==> src/rtl/bag_pkg.sv <==
package bag_pkg;
   typedef enum logic [1:0] {
      ACC_FETCH  = 2'd0,
      ACC_DATA   = 2'd1,
      ACC_STACK  = 2'd2,
      ACC_DIRECT = 2'd3
   } acc_kind_e;

   typedef enum logic [2:0] {
      LD_NONE  = 3'd0,
      LD_PBANK = 3'd1,
      LD_DBANK = 3'd2,
      LD_DPAGE = 3'd3,
      LD_SPTR  = 3'd4
   } ld_op_e;
endpackage

==> src/rtl/bag_regs.sv <==
module bag_regs
   import bag_pkg::*;
#(
   parameter int OFF_W = 16,
   parameter int BANK_W = 8,
   parameter logic [OFF_W-1:0] SP_INIT = 16'h01FF
) (
   input  logic              clk,
   input  logic              rst_n,
   input  logic [2:0]        ld_op,
   input  logic [OFF_W-1:0]  ld_data,
   output logic [BANK_W-1:0] pbank,
   output logic [BANK_W-1:0] dbank,
   output logic [OFF_W-1:0]  dpage,
   output logic [OFF_W-1:0]  sptr
);
   always_ff @(posedge clk) begin
      if (!rst_n) begin
         pbank <= '0;
         dbank <= '0;
         dpage <= '0;
         sptr  <= SP_INIT;
      end else begin
         case (ld_op_e'(ld_op))
            LD_PBANK: pbank <= ld_data[BANK_W-1:0];
            LD_DBANK: dbank <= ld_data[BANK_W-1:0];
            LD_DPAGE: dpage <= ld_data;
            LD_SPTR:  sptr  <= ld_data;
            default:  ;
         endcase
      end
   end
endmodule

==> src/rtl/bag_calc.sv <==
module bag_calc
   import bag_pkg::*;
#(
   parameter int OFF_W = 16,
   parameter int BANK_W = 8,
   parameter int DIR_W = 8,
   localparam int ADDR_W = OFF_W + BANK_W
) (
   input  logic [1:0]        kind,
   input  logic [OFF_W-1:0]  offset,
   input  logic [OFF_W-1:0]  index,
   input  logic              use_index,
   input  logic              emu,
   input  logic [BANK_W-1:0] pbank,
   input  logic [BANK_W-1:0] dbank,
   input  logic [OFF_W-1:0]  dpage,
   input  logic [OFF_W-1:0]  sptr,
   output logic [ADDR_W-1:0] addr
);
   localparam int PAD_W = OFF_W - DIR_W;

   logic [OFF_W-1:0]  idx_eff;
   logic [ADDR_W-1:0] data_sum;
   logic [OFF_W-1:0]  direct_sum;
   logic [OFF_W-1:0]  stack_native;
   logic [DIR_W-1:0]  stack_low;
   logic [OFF_W-1:0]  stack_emu;

   always_comb begin
      if (!use_index)
         idx_eff = '0;
      else if (emu)
         idx_eff = {{PAD_W{1'b0}}, index[DIR_W-1:0]};
      else
         idx_eff = index;
   end

   assign data_sum     = {dbank, {OFF_W{1'b0}}} + ADDR_W'(offset) + ADDR_W'(idx_eff);
   assign direct_sum   = dpage + OFF_W'(offset[DIR_W-1:0]) + idx_eff;
   assign stack_native = sptr + offset;
   assign stack_low    = sptr[DIR_W-1:0] + offset[DIR_W-1:0];
   assign stack_emu    = {{(PAD_W-1){1'b0}}, 1'b1, stack_low};

   always_comb begin
      case (acc_kind_e'(kind))
         ACC_FETCH:  addr = {pbank, offset};
         ACC_DATA:   addr = data_sum;
         ACC_STACK:  addr = {{BANK_W{1'b0}}, emu ? stack_emu : stack_native};
         default:    addr = {{BANK_W{1'b0}}, direct_sum};
      endcase
   end
endmodule

==> src/rtl/bank_addr_gen.sv <==
module bank_addr_gen
   import bag_pkg::*;
#(
   parameter int OFF_W = 16,
   parameter int BANK_W = 8,
   parameter int DIR_W = 8,
   parameter bit REG_OUT = 1'b1,
   localparam int ADDR_W = OFF_W + BANK_W
) (
   input  logic              clk,
   input  logic              rst_n,
   input  logic              emu_mode,
   input  logic [2:0]        cmd_op,
   input  logic [OFF_W-1:0]  cmd_data,
   input  logic              req_valid,
   input  logic [1:0]        req_kind,
   input  logic [OFF_W-1:0]  req_offset,
   input  logic [OFF_W-1:0]  req_index,
   input  logic              req_use_index,
   output logic              addr_valid,
   output logic [ADDR_W-1:0] addr
);
   if (OFF_W <= DIR_W + 1) begin : g_bad_off
      $error("bank_addr_gen: OFF_W must exceed DIR_W + 1");
   end
   if (BANK_W > OFF_W) begin : g_bad_bank
      $error("bank_addr_gen: BANK_W must not exceed OFF_W");
   end

   logic [BANK_W-1:0] pbank;
   logic [BANK_W-1:0] dbank;
   logic [OFF_W-1:0]  dpage;
   logic [OFF_W-1:0]  sptr;
   logic [ADDR_W-1:0] addr_next;

   bag_regs #(.OFF_W(OFF_W), .BANK_W(BANK_W)) u_regs (
      .clk(clk), .rst_n(rst_n), .ld_op(cmd_op), .ld_data(cmd_data),
      .pbank(pbank), .dbank(dbank), .dpage(dpage), .sptr(sptr)
   );

   bag_calc #(.OFF_W(OFF_W), .BANK_W(BANK_W), .DIR_W(DIR_W)) u_calc (
      .kind(req_kind), .offset(req_offset), .index(req_index),
      .use_index(req_use_index), .emu(emu_mode),
      .pbank(pbank), .dbank(dbank), .dpage(dpage), .sptr(sptr),
      .addr(addr_next)
   );

   if (REG_OUT) begin : g_reg_out
      always_ff @(posedge clk) begin
         if (!rst_n) begin
            addr_valid <= 1'b0;
            addr       <= '0;
         end else begin
            addr_valid <= req_valid;
            if (req_valid) addr <= addr_next;
         end
      end
   end else begin : g_comb_out
      assign addr_valid = req_valid;
      assign addr       = addr_next;
   end
endmodule

==> config.mk <==
export PLATFORM = sky130hd
export DESIGN_NAME = bank_addr_gen
export DESIGN_NICKNAME = d
export VERILOG_FILES = /design/src/rtl/bag_pkg.sv /design/src/rtl/bag_regs.sv /design/src/rtl/bag_calc.sv /design/src/rtl/bank_addr_gen.sv
export SDC_FILE = /design/constraint.sdc
export NUM_CORES = 1
export LEC_CHECK = 0
export BUFFER_PORTS_ARGS = -buffer_cell sky130_fd_sc_hd__buf_2
export CELL_PAD_IN_SITES_DETAIL_PLACEMENT = 1
export CELL_PAD_IN_SITES_GLOBAL_PLACEMENT = 1
export CORE_ASPECT_RATIO = 0.6
export CORE_MARGIN = 3
export CORE_UTILIZATION = 35
export CTS_CLUSTER_DIAMETER = 150
export DETAILED_ROUTE_END_ITERATION = 16
export GPL_TIMING_DRIVEN = 1
export PLACE_DENSITY = 0.63
export SLEW_MARGIN = 20
export SYNTH_ARGS = -nofsm -noshare
export SYNTH_HDL_FRONTEND = slang
export SYNTH_HIERARCHICAL = 1
export SYNTH_SLANG_ARGS = --single-unit
==> constraint.sdc <==
create_clock -name clk -period 6.65 [get_ports clk]
set_input_delay 0.665 -clock clk [delete_from_list [all_inputs] [get_ports clk]]
set_output_delay 0.665 -clock clk [all_outputs]
set_load 0.05 [all_outputs]
Yosys cells after proc, flatten, opt, wreduce, memory -nomap -nowiden
Index checks and enable logic that the tools add are counted.
- flip-flop bits (word level): 73
- bits of input ports: 58
- output and inout port bits: 25
- logic and storage cells: 23
- add/subtract/negate cells: 6
- equal/unequal tests: 6
- muxes and demuxes: 4
- reductions and logical operators: 1
- operators by type and width (operator ; count):
    $pmux W24 S3 ; 1
    $add A24 B16 Y24 ; 2
    $mux W16 ; 3
    $add A16 B16 Y16 ; 2
    $add A16 B8 Y16 ; 1
    $add A8 B8 Y8 ; 1
    $eq A3 B2 Y1 const B ; 2
    $eq A3 B1 Y1 const B ; 1
    $eq A3 B3 Y1 const B ; 1
    $eq A2 B1 Y1 const B ; 1
    $eq A2 B2 Y1 const B ; 1
    $logic_not A2 Y1 ; 1

Depth between registers and ports, before layout
Gate-level depths: netlist (run 1).
- depth in word-level cells: 4
- gate-level depth with buffers: 15
- depth with buffers taken out: 15

Hierarchy
Netlist (run 1), hierarchy kept.
- by module, submodules not included (module ; instances ; cells each ; area each (sq um) ; sequential area each (sq um)):
    bag_calc ; 1 ; 408 ; 3198.1 ; 0.0
    bag_regs ; 1 ; 190 ; 1924.3 ; 960.9
    bank_addr_gen ; 1 ; 79 ; 955.9 ; 500.5

Worst setup path before layout (run 1)
No wires, ideal clock.
- path type: input to register
- start: input port req_index[1]
- end: register addr[15]
- library setup time: 0.066 ns
- arrival time: 3.685 ns
- required time: 6.584 ns
- slack: 2.900 ns
- cell stages on the path: 15
- buffers on the path: 0
- path through: and2_1 > inv_1 > fa_1 > inv_1 > ha_1 > fa_1 > a211o_1 > a21oi_1 > o21ai_0 > a2111oi_0 > xnor2_1 > o21ai_0 > a31oi_1 > mux2i_1 > nor2b_1
- word-level cells in the longest chain between the ends: 4
- elaborated cells between the ends (all ways): 5
- those cells by class: add/sub (2); mux (3)
- RTL lines (element ; line ; RTL):
    start, declared ; bank_addr_gen.sv:18 ; input logic [OFF_W-1:0] req_index,
    $mux W16 (*) ; bag_calc.sv:32 ; else if (emu)
    $mux W16 (*) ; bag_calc.sv:30 ; if (!use_index)
    $add A24 B16 Y24 or $add A16 B16 Y16 (tied branches) ; bag_calc.sv:38, bag_calc.sv:39 ;
    $pmux W24 S3 (*) ; bag_calc.sv:45 ; case (acc_kind_e'(kind))
    via addr_next[15] ; bank_addr_gen.sv:34 ; logic [ADDR_W-1:0] addr_next;
    end signal, assigned ; bank_addr_gen.sv:55 ; if (req_valid) addr <= addr_next;
    end, declared ; bank_addr_gen.sv:21 ; output logic [ADDR_W-1:0] addr
Mark *: on every way through the listed nets, which the timed path passes. The rest lies on a longest branch.
A chain may end at the register's enable or synchronous reset.

Worst setup path in the final report (run 1)
- start: input port req_use_index
- end: register addr[15]
- word-level cells in the longest chain between the ends: 3
- elaborated cells between the ends (all ways): 4
- those cells by class: add/sub (2); mux (2)
- RTL lines (element ; line ; RTL):
    start, declared ; bank_addr_gen.sv:19 ; input logic req_use_index,
    $mux W16 (*) ; bag_calc.sv:30 ;
    $add A24 B16 Y24 or $add A16 B16 Y16 (tied branches) ; bag_calc.sv:38, bag_calc.sv:39 ;
    $pmux W24 S3 (*) ; bag_calc.sv:45 ;
    via addr_next[15] ; bank_addr_gen.sv:34 ;
Marks and branches as above.

==> out/qor.csv, run 1 <==
stage;metric;value;unit
outcome;status;completed;
finish;area_growth_syn_to_layout;12.7;%
timing;max_slew_margin;30.9;%
power;power_leakage;3.05;nW
timing;period_minus_slack;4.52;ns
synth;synth_area_leaders;dfxtp_1 (24%), ha_1 (11%), mux2i_1 (11%);
power;ir_worst_vdd;0.0000864;V
synth;synth-edff-count;0;
detailed_routing;drt-pass1-iter-count;4;
min_path;holdCritPathClass;reg2reg;
critical_path;crit_arrival;4.79;ns
finish;fillers;1987;
floorplan;num_rows;36;
clock_tree;cts_root_buf;clkbuf_16;
timing;tightest_slew;1.04;ns
run;cap_violations;0;
finish;drive_above_1_share;16.8;%
clock_tree;post_cts_buffers;0;
floorplan;core;16600;um2
timing;period_share;67.9;%
critical_path;crit_required;6.93;ns
placement;hpwl;15300;um
timing;slew_viol_final;0;
timing;hold_ws;0.466;ns
floorplan;die_h;108;um
clock_tree;cts_resized;0;
critical_path;path_max_fanout;9;
global_routing;grt_max_degree;90;
synth;syn_area_per_cell;8.98;um2
floorplan;dieArea;19000;um2
placement;dpl_cell_area;6560;um2
placement;place_inst;958;
synth;synth.distinct_cells;66;
timing;grt_setup_unrepaired;false;
timing;skew;0.00996;ns
global_routing;grt_use_total;20.7;%
power;powerDensity;200;nW/um2
synth;yosys_warnings;6;
critical_path;criticalPathCategory;in2reg;
placement;portBuffers;82;
critical_path;cp-end-kind;register;
detailed_routing;initialDrtViolationCount;347;
detailed_routing;viasPerCell;5.43;
global_routing;grt_pass1_wl;30700;um
synth;yosysTopAreaCellShare;24.0;%
finish;fin_cells;974;
global_routing;antenna_found_initial;0;
global_routing;grt_pass1_vias;5490;
clock_tree;cts_buffer_depth;2;
detailed_routing;ant_nets;0;
placement;gp_congestion;0.870;
synth;yosys.area.top_type;dfxtp_1;
clock_tree;cts_tree;built;
timing;setup_viol;0;
finish;fin_nets;862;
finish;insertedDiodeCount;0;
clock_tree;hold_buffers;0;
synth;synthTopCellsByCount;nand2_1 (80), dfxtp_1 (73), mux2i_1 (64);
synth;netlist_area;6080;um2
detailed_routing;wire_per_inst;20.1;um
clock_tree;htree_levels;3;
global_routing;overflow;0;
floorplan;die_x;176;um
critical_path;start_kind;input pin;
synth;synth_fp_nets;798;
clock_tree;clock_sinks;73;
synth;synth-seq-cells;73;
synth;synthArstFlopShare;0;%
synth;synth_most_common_cell;nand2_1;
clock_tree;clk_pin_slew;0.06;ns
detailed_routing;via_count;5292;
finish;fin_area;6850;um2
timing;tns;0;ns
detailed_routing;wirelength;19600;um
timing;hold_viol_final;0;
detailed_routing;drc;0;
floorplan;ios;83;
synth;synth_ff_type;dfxtp_1;
floorplan;start_util;36.6;%
synth;syn_inst;677;
synth;ys_seq_area_share;24.0;%
clock_tree;numCtsBuffers;9;
clock_tree;insertion_delay;0.35;ns
timing;clock.fmax;0.221;GHz
power;p_total;0.00137;W
[through the flow]
| step | util (%) | worst slack, ns |
|---|---|---|
| CTS | 41.2 | 2.11 |
| global placement | 39.5 | 1.96 |
| detailed placement | 39.5 | 1.75 |
| finish | 41.2 | 2.13 |
| global route | 41.2 | 1.91 |
| floorplan | - | 2.90 |
[final timing paths]
path               startpoint               end  slack (ns)  cells after the start
min reg2reg  u_regs/dpage[10]  u_regs/dpage[10]        0.47                      2
max             req_use_index          addr[15]        2.13                     16
max reg2reg   u_regs/dpage[1]          addr[15]        2.50                     14
min          u_regs/dpage[10]  u_regs/dpage[10]        0.47                      2
[cell usage in the layout (no fill, tap or decap), types with 17 or more instances in the layout]
cell type  synthesis  final
and2_1            17     17
buf_2              7     82
dfxtp_1           73     73
xnor2_1           27     27
inv_1             36     36
nor2b_1           30     30
nor2_1            31     31
ha_1              52     52
mux2i_1           64     64
o21ai_0           20     20
o211ai_1          17     17
nand2_1           80     80
a21oi_1           31     31
[sequential cells by signal, indices dropped and copies added, names as in the netlist]
name and count:
u_regs/dbank 8, addr 24, u_regs/pbank 8, u_regs/dpage 16
addr_valid 1, u_regs/sptr 16
[cell families after synthesis]
group / share of synthesized area, %
buf+inv: 6.03
compound gates: 16.7
xor+xnor: 5.04
simple gates: 19.1
flops: 24.0
fa+ha+maj: 14.3
mux: 14.8
[power breakdown]
part / internal [W] / switching (W)
clock: 0.000260 / 0.000230
combinational: 0.000162 / 0.000245
sequential: 0.000459 / 0.0000144
total: 0.000881 / 0.000490
[final cells by class]
| type | count | area (um2) | area share (%) |
|---|---|---|---|
| clock buffer | 9 | 225 | 3.29 |
| inverter | 36 | 135 | 1.97 |
| sequential | 73 | 1460 | 21.3 |
| timing repair buffer | 84 | 425 | 6.21 |
| clock inverter | 7 | 60.1 | 0.877 |
| multi-input combinational | 537 | 4260 | 62.1 |
| tap | 228 | 285 | 4.17 |
[per-layer routing]
| metal | GRT usage [%] | part of all wire [%] | up-vias |
|---|---|---|---|
| li1 | - | - | 2571 |
| met1 | 30.3 | 52 | 2611 |
| met2 | 32.4 | 43 | 101 |
| met3 | 3.68 | 4.1 | 9 |
| met4 | 3.16 | 0.45 | 0 |
| met5 | 0 | 0 | - |
[worst max-delay path: stages]
cell and delay (ns):
buf_2 0.19, and2_1 0.18, inv_1 0.09, fa_1 0.49, inv_1 0.04, ha_1 0.25
fa_1 0.46, a211o_1 0.34, a21oi_1 0.40, o21ai_0 0.28, a2111oi_0 0.73, xnor2_1 0.19
o21ai_0 0.09, a31oi_1 0.17, mux2i_1 0.09, nor2b_1 0.13
Note: power is estimated with default switching activity, not from simulation.
==> run 2: changes to the inputs <==
--- a/config.mk
+++ b/config.mk
@@ -5,6 +5,7 @@
 export SDC_FILE = /design/constraint.sdc
 export NUM_CORES = 1
 export LEC_CHECK = 0
+export ABC_AREA = 1
 export BUFFER_PORTS_ARGS = -buffer_cell sky130_fd_sc_hd__buf_2
 export CELL_PAD_IN_SITES_DETAIL_PLACEMENT = 1
 export CELL_PAD_IN_SITES_GLOBAL_PLACEMENT = 1
@@ -14,7 +15,7 @@
 export CTS_CLUSTER_DIAMETER = 150
 export DETAILED_ROUTE_END_ITERATION = 16
 export GPL_TIMING_DRIVEN = 1
-export PLACE_DENSITY = 0.63
+export PLACE_DENSITY = 0.69
 export SLEW_MARGIN = 20
 export SYNTH_ARGS = -nofsm -noshare
 export SYNTH_HDL_FRONTEND = slang
==> constraint.sdc (replaced) <==
create_clock -name clk -period 4.5 [get_ports clk]
set_input_delay 0.45 -clock clk [delete_from_list [all_inputs] [get_ports clk]]
set_output_delay 0.45 -clock clk [all_outputs]
set_load 0.05 [all_outputs]
==> run 2 against run 1 <==
- combinational power increased by 74%
- area after synthesis rose by 15%
- flip-flop and latch count did not move
- critical path type is now reg2reg
- largest power group unchanged
==> out/qor.csv, run 2 <==
stage;metric;value;unit;change
critical_path;r2r_setup_slack;1.41;ns;-1.09 ns
finish;largestRegisters;addr: 24 flops, u_regs/dpage: 16 flops, u_regs/sptr: 16 flops;;
global_routing;grt_use_met3;7.68;%;+4.0 points
critical_path;criticalPathCategory;reg2reg;;
detailed_routing;wire_per_inst;17.2;um;-14%
outcome;status;completed;;
synth;synthArstFlopShare;0;%;unchanged
clock_tree;cts_resized;0;;unchanged
detailed_routing;viasPerCell;4.90;;-9.8%
global_routing;grt_max_degree;54;;-40%
synth;yosys_warnings;6;;unchanged
critical_path;cp-end-kind;register;;
detailed_routing;drc;0;;unchanged
finish;final_common_cell;nand2_1;;
global_routing;grtUsageMet1;37.7;%;+7.3 points
global_routing;top_usage_layer;met1;;
synth;ys_seq_area_share;21.0;%;-3.0 points
power;ir_worst_vdd;0.000248;V;+190%
critical_path;critPathLaunch;u_regs/dpage[1];;
critical_path;worstReg2RegEnd;addr[9];;
timing;period_share;68.7;%;
placement;hpwl;22500;um;+47%
finish;area_growth_syn_to_layout;12.7;%;about the same
power;power_leakage;4.51;nW;+48%
clock_tree;clk_pin_slew;0.06;ns;about the same
detailed_routing;via_count;7563;;+43%
run;cap_violations;0;;unchanged
min_path;hold_end;u_regs/dpage[9];;
clock_tree;numCtsBuffers;9;;unchanged
timing;period_minus_slack;3.09;ns;
synth;synth_ff_type;dfxtp_1;;
critical_path;cpMaxStageDelayCell;fa_1;;
timing;max_slew_margin;43.7;%;+13 points
floorplan;num_rows;39;;+8.3%
synth;yosys.area.top_type;nand2_1;;
synth;syn_inst;1206;;+78%
finish;insertedDiodeCount;0;;unchanged
timing;hold_ws;0.339;ns;-0.127 ns
synth;synthTopCellsByCount;nand2_1 (418), inv_1 (202), nor2_1 (177);;
power;powerDensity;278;nW/um2;+39%
synth;syn_area_per_cell;5.77;um2;-36%
placement;gp_congestion;0.960;;+10%
global_routing;grt_pass1_wl;41500;um;+35%
critical_path;cpPeakStageDelay;0.51;ns;-0.22 ns
clock_tree;clock_sinks;73;;unchanged
timing;setup_viol;0;;unchanged
clock_tree;htree_levels;3;;unchanged
timing;slew_viol_final;0;;unchanged
floorplan;die_h;115;um;+6.6%
clock_tree;cts_root_buf;clkbuf_16;;
finish;fin_area;7850;um2;+15%
critical_path;path_delay_family;adder cells;;
clock_tree;post_cts_buffers;0;;unchanged
synth;synth_compound_area_share;5.18;%;-11 points
critical_path;start_kind;register;;
timing;skew;0.00612;ns;-0.00384 ns
global_routing;grt_use_total;25.1;%;+4.3 points
finish;fillers;2738;;+38%
timing;setup_slack;1.41;ns;-0.723 ns
synth;synth-seq-cells;73;;unchanged
placement;dpl_cell_area;7540;um2;+15%
clock_tree;cts_tree;built;;
critical_path;crit_required;4.79;ns;-2.14 ns
synth;synth.distinct_cells;35;;-47%
placement;pre_cts_ws;1.14;ns;-0.603 ns
timing;hold_viol_final;0;;unchanged
finish;multi_input_area;4540;um2;+6.6%
finish;drive_above_1_share;10.2;%;-6.6 points
clock_tree;cts_buffer_depth;2;;unchanged
finish;largest-register;addr;;
floorplan;die_x;188;um;+6.8%
synth;yosysTopAreaCellShare;22.5;%;-1.5 points
finish;final_cell_mix;nand2_1 (418), inv_1 (202), nor2_1 (177), nand3_1 (97), buf_2 (82);;
synth;synth_adder_area_share;12.5;%;-1.8 points
floorplan;dieArea;21700;um2;+14%
synth;synth_top_family_by_area;simple AND/OR/NAND/NOR gates;;
power;p_total;0.00218;W;+59%
synth;synth_mux_area_share;0;%;-15 points
critical_path;path_buf_inv;3;;unchanged
timing;tns;0;ns;unchanged
clock_tree;hold_buffers;0;;unchanged
synth;synth_area_leaders;nand2_1 (23%), dfxtp_1 (21%), inv_1 (11%);;
synth;synth_most_common_cell;nand2_1;;
detailed_routing;initialDrtViolationCount;543;;+56%
synth;netlist_area;6960;um2;+15%
clock_tree;insertion_delay;0.35;ns;about the same
global_routing;overflow;0;;unchanged
floorplan;start_util;36.1;%;-0.46 points
detailed_routing;drt-pass1-iter-count;5;;+1
timing;clock.fmax;0.324;GHz;
global_routing;use_met2;35.0;%;+2.6 points
min_path;min_from;cmd_data[9];;
synth;synth-xor-area-share;1.01;%;-4.0 points
min_path;holdCritPathClass;in2reg;;
timing;grt_setup_unrepaired;false;;
floorplan;core;19300;um2;+16%
synth;synth-edff-count;0;;unchanged
finish;largest_register_ffs;24;;unchanged
finish;final-seq-area;1460;um2;unchanged
critical_path;crit_path_cell_trace;inv_1 -> fa_1 -> inv_1 -> ha_1 -> fa_1 -> nand3_1 -> nand3_1 -> a21oi_1 -> xnor2_1 -> nand2_1 -> nand4_1 -> inv_1 -> nand2_1 -> nand2_1 -> nor2_1;;
placement;portBuffers;82;;unchanged
critical_path;crit_arrival;3.38;ns;-1.41 ns
global_routing;antenna_found_initial;0;;unchanged
synth;synth_fp_nets;1327;;+66%
critical_path;path_max_fanout;4;;-5
global_routing;grt_pass1_vias;7414;;+35%
finish;fin_nets;1394;;+62%
timing;tightest_slew;0.845;ns;-0.190 ns
synth;synth_simple_gate_area_share;46.5;%;+27 points
detailed_routing;ant_nets;0;;unchanged
detailed_routing;wirelength;26600;um;+36%
critical_path;reg2reg_from;u_regs/dpage[1];;
critical_path;rr_worst_depth;15;;+1
min_path;min_delay_path_depth;3;;+1
floorplan;ios;83;;unchanged
run 2: cell count changes after synthesis, moves of 12 or more:
cell      delta
nand3_1     +82
nand2_1    +338
nor2_1     +146
xnor2_1     -23
and2_1      -15
nand3b_1    +15
nor2b_1     -30
o211ai_1    -16
inv_1      +166
mux2i_1     -64
a21o_1      -12
nand4_1     +23
run 2: worst max path at each step:
stage / endpoint / depth (start not counted)
after CTS: addr[9] / 15
final: addr[9] / 15
after global placement: addr[9] / 16
after global routing: addr[9] / 15
after floorplan: addr[9] / 16
after detailed placement: addr[9] / 16
run 2: power breakdown:
group,switching [W],internal [W]
clock,0.000296,0.000448
combinational,0.000491,0.000218
sequential,0.0000426,0.000687
total,0.000830,0.00135
run 2: layout make-up:
type                    instances  share of cell area [%]
clock buffers                  11                    3.09
clock inverters                 5                   0.813
inverters                     206                    9.86
multi-input cells             898                    57.8
flip-flops and latches         73                    18.6
well taps                     266                    4.24
repair buffers                 85                    5.52
run 2: worst min-delay path, cell delays in order:
cell	delay, ns
buf_2	0.09
nor2_1	0.04
nor2_1	0.08
run 2: through the flow:
step	std cells	util (%)
after detailed placement	1528	39.1
after global placement	1528	39.1
final	1544	40.7
after floorplan	1206	-
after global routing	1544	40.7
after CTS	1544	40.7
run 2: cells by family after synthesis:
| kind of cell | count (synthesis) |
|---|---|
| AOI/OAI and AO/OA | 65 |
| DFF | 73 |
| adders and majority gates | 63 |
| xor gates and xnor gates | 8 |
| and+or+nand+nor | 762 |
| buffers and inverters | 235 |
run 2: routing by layer:
metal / wire length, um / share of wire, %
met1: 13800 / 52
met2: 9990 / 38
met3: 2470 / 9.3
met4: 320 / 1.2
met5: 0 / 0
==> run 3: changes to the inputs <==
--- a/config.mk
+++ b/config.mk
@@ -5,7 +5,7 @@
 export SDC_FILE = /design/constraint.sdc
 export NUM_CORES = 1
 export LEC_CHECK = 0
-export ABC_AREA = 1
+export ABC_AREA = 0
 export BUFFER_PORTS_ARGS = -buffer_cell sky130_fd_sc_hd__buf_2
 export CELL_PAD_IN_SITES_DETAIL_PLACEMENT = 1
 export CELL_PAD_IN_SITES_GLOBAL_PLACEMENT = 1
@@ -15,7 +15,7 @@
 export CTS_CLUSTER_DIAMETER = 150
 export DETAILED_ROUTE_END_ITERATION = 16
 export GPL_TIMING_DRIVEN = 1
-export PLACE_DENSITY = 0.69
+export PLACE_DENSITY = 0.63
 export SLEW_MARGIN = 20
 export SYNTH_ARGS = -nofsm -noshare
 export SYNTH_HDL_FRONTEND = slang
==> constraint.sdc (replaced) <==
create_clock -name clk -period 3 [get_ports clk]
set_input_delay 0.3 -clock clk [delete_from_list [all_inputs] [get_ports clk]]
set_output_delay 0.3 -clock clk [all_outputs]
set_load 0.05 [all_outputs]
==> run 3 against run 2 <==
- the flow now finishes with violations (negative setup slack)
- combinational power increased by 59%
- sequential share of layout area decreased by 0.23 points
- worst hold slack got worse by 0.099 ns
- routed wire length decreased by 20%
- power increased by 50%
- count of clock-buffer cells in the layout decreased by 2
- clock power increased by 46%
- cell area increased by 1.3%
- flip-flop and latch count unchanged
- sequential power increased by 44%
- cell count decreased by 30%
- highest routed layer unchanged
==> out/qor.csv, run 3 (synthesis gave the netlist of run 1 again) <==
stage;metric;value;unit;change
outcome;status;finished, violations left;;
outcome;violations;negative setup slack;;
global_routing;antenna_found_initial;0;;unchanged
floorplan;die_h;108;um;-6.2%
critical_path;crit_required;3.28;ns;-1.51 ns
critical_path;cp-end-kind;register;;
min_path;holdCritPathClass;in2reg;;
timing;tightest_slew;0.996;ns;+0.151 ns
timing;skew;0.00596;ns;-0.000155 ns
detailed_routing;wire_per_inst;19.6;um;+14%
finish;largestRegisters;addr: 24 flops, u_regs/dpage: 16 flops, u_regs/sptr: 16 flops;;
power;p_total;0.00327;W;+50%
timing;period_share;106;%;+37 points
clock_tree;cts_root_buf;clkbuf_16;;
finish;fin_area;7950;um2;+1.3%
timing;slew_viol_final;0;;unchanged
timing;hold_ws;0.240;ns;-0.0986 ns
detailed_routing;initialDrtViolationCount;263;;-52%
clock_tree;clock_sinks;73;;unchanged
timing;max_slew_margin;33.3;%;-10 points
placement;hpwl;16800;um;-25%
finish;fin_cells;1081;;-30%
placement;place_inst;1065;;-30%
clock_tree;numCtsBuffers;9;;unchanged
finish;fillers;2005;;-27%
placement;pre_cts_ws;-0.632;ns;-1.78 ns
detailed_routing;drt-pass1-iter-count;4;;-1
timing;setup_viol;6;;+6
floorplan;start_util;36.6;%;+0.46 points
finish;largest-register;addr;;
floorplan;core;16600;um2;-14%
finish;insertedDiodeCount;0;;unchanged
detailed_routing;viasPerCell;5.21;;+6.4%
critical_path;crit_top_cell;inv_2;;
floorplan;dieArea;19000;um2;-12%
global_routing;grt_max_degree;62;;+15%
finish;largest_register_ffs;24;;unchanged
finish;area_growth_syn_to_layout;30.8;%;
clock_tree;cts_buffer_depth;2;;unchanged
critical_path;cpPeakStageDelay;0.51;ns;about the same
placement;dpl_cell_area;7440;um2;-1.3%
clock_tree;clk_pin_slew;0.07;ns;about the same
floorplan;ios;83;;unchanged
clock_tree;cts_tree;built;;
timing;hold_viol_final;0;;unchanged
power;power_leakage;3.61;nW;-20%
finish;final-seq-area;1460;um2;about the same
timing;grt_setup_unrepaired;true;;
global_routing;grt_pass1_wl;33700;um;-19%
clock_tree;insertion_delay;0.34;ns;about the same
finish;fin_nets;969;;-30%
critical_path;crit_path_cell_trace;inv_2 -> fa_1 -> inv_2 -> ha_4 -> fa_2 -> a211o_1 -> a21oi_4 -> o21ai_4 -> a2111oi_4 -> xnor2_1 -> o21ai_1 -> a31oi_1 -> mux2i_1 -> nor2b_1;;
floorplan;num_rows;36;;-7.7%
clock_tree;hold_buffers;0;;unchanged
finish;final_common_cell;buf_4;;
placement;portBuffers;82;;unchanged
power;powerDensity;412;nW/um2;+48%
critical_path;cpMaxStageDelayCell;fa_1;;
placement;gp_congestion;0.869;;-9.4%
clock_tree;htree_levels;3;;unchanged
detailed_routing;via_count;5636;;-25%
critical_path;criticalPathCategory;reg2reg;;
critical_path;start_kind;register;;
power;ir_worst_vdd;0.000196;V;-21%
finish;final_cell_mix;buf_4 (106), buf_2 (81), nand2_1 (80), dfxtp_1 (72), mux2i_1 (64);;
timing;period_minus_slack;3.17;ns;+0.0792 ns
detailed_routing;drc;0;;unchanged
detailed_routing;ant_nets;0;;unchanged
critical_path;crit_arrival;3.45;ns;+0.07 ns
global_routing;grt_use_total;22.8;%;-2.3 points
critical_path;path_max_fanout;3;;-1
timing;setup_slack;-0.170;ns;-1.58 ns
global_routing;grt_pass1_vias;6084;;-18%
timing;clock.fmax;0.316;GHz;-2.5%
finish;multi_input_area;4530;um2;-0.28%
run;cap_violations;0;;unchanged
detailed_routing;wirelength;21200;um;-20%
floorplan;die_x;176;um;-6.3%
finish;drive_above_1_share;32.4;%;+22 points
global_routing;overflow;0;;unchanged
## run 3: changes by cell type in the layout (fill, tap and decap cells not counted), sizes merged, moves of 11 or more
| cell | delta |
|---|---|
| nand2 | -346 |
| inv | -167 |
| nor2 | -151 |
| buf | +106 |
| nand3 | -86 |
| mux2i | +64 |
| nor2b | +30 |
| nand4 | -23 |
| xnor2 | +23 |
| o211ai | +16 |
| and2 | +15 |
| nand3b | -15 |
| a21o | +12 |
| mux4 | +11 |
## run 3: final timing paths
path                         from                to  slack, ns  cells after the start
setup / recovery  u_regs/dpage[1]          addr[15]      -0.17                     14
hold / removal       cmd_data[15]  u_regs/dpage[15]       0.24                      3
setup reg to reg  u_regs/dpage[1]          addr[15]      -0.17                     14
hold reg to reg   u_regs/pbank[5]   u_regs/pbank[5]       0.46                      2
## run 3: stage by stage
stage                     TNS, ns  util (%)
after detailed placement    -7.53      44.8
after floorplan            -0.205         -
after global placement      -6.34      44.8
final                      -0.876      47.8
after global routing        -2.02      47.8
after CTS                  -0.980      47.3
## run 3: routing by layer
layer	track usage (%)	vias up	part of all wire, %
met5	0	-	0
met4	4.46	0	1.2
met3	3.61	18	5.4
met2	36.7	122	44
met1	32.5	2712	49
li1	-	2784	-
## run 3: critical path: cells and delay by family, from the launching register on
family | cells | cell delay, ns
AND/OR/NAND/NOR | 1 | 0.13
adder cells (fa/ha/maj) | 3 | 1.01
buffers and inverters | 2 | 0.09
AO/OA/AOI/OAI | 6 | 1.26
multiplexers | 1 | 0.10
flip-flops | 1 | 0.34
XOR/XNOR | 1 | 0.16
## run 3: power breakdown
group	switching (W)	internal, W	leakage (nW)	total, W
Combinational	0.000619	0.000515	2.88	0.00113
Sequential	0.0000304	0.00102	0.597	0.00105
Clock	0.000513	0.000576	0.131	0.00109
## run 3: area by class of cell
type                       instances  area share, %
clock buffer                       9           2.83
clock inverter                     7          0.756
inverter                          36           1.70
multi-input combinational        537           56.9
sequential                        73           18.4
tap                              228           3.59
timing repair buffer             191           15.8
## run 3: what timing repair did
item / CTS / global route
setup endpoints to repair: 12 / 13
buffers inserted: 2 / 1
gates resized for setup: 25 / 20
pin swaps: 16 / 8
gates cloned: 0 / 0
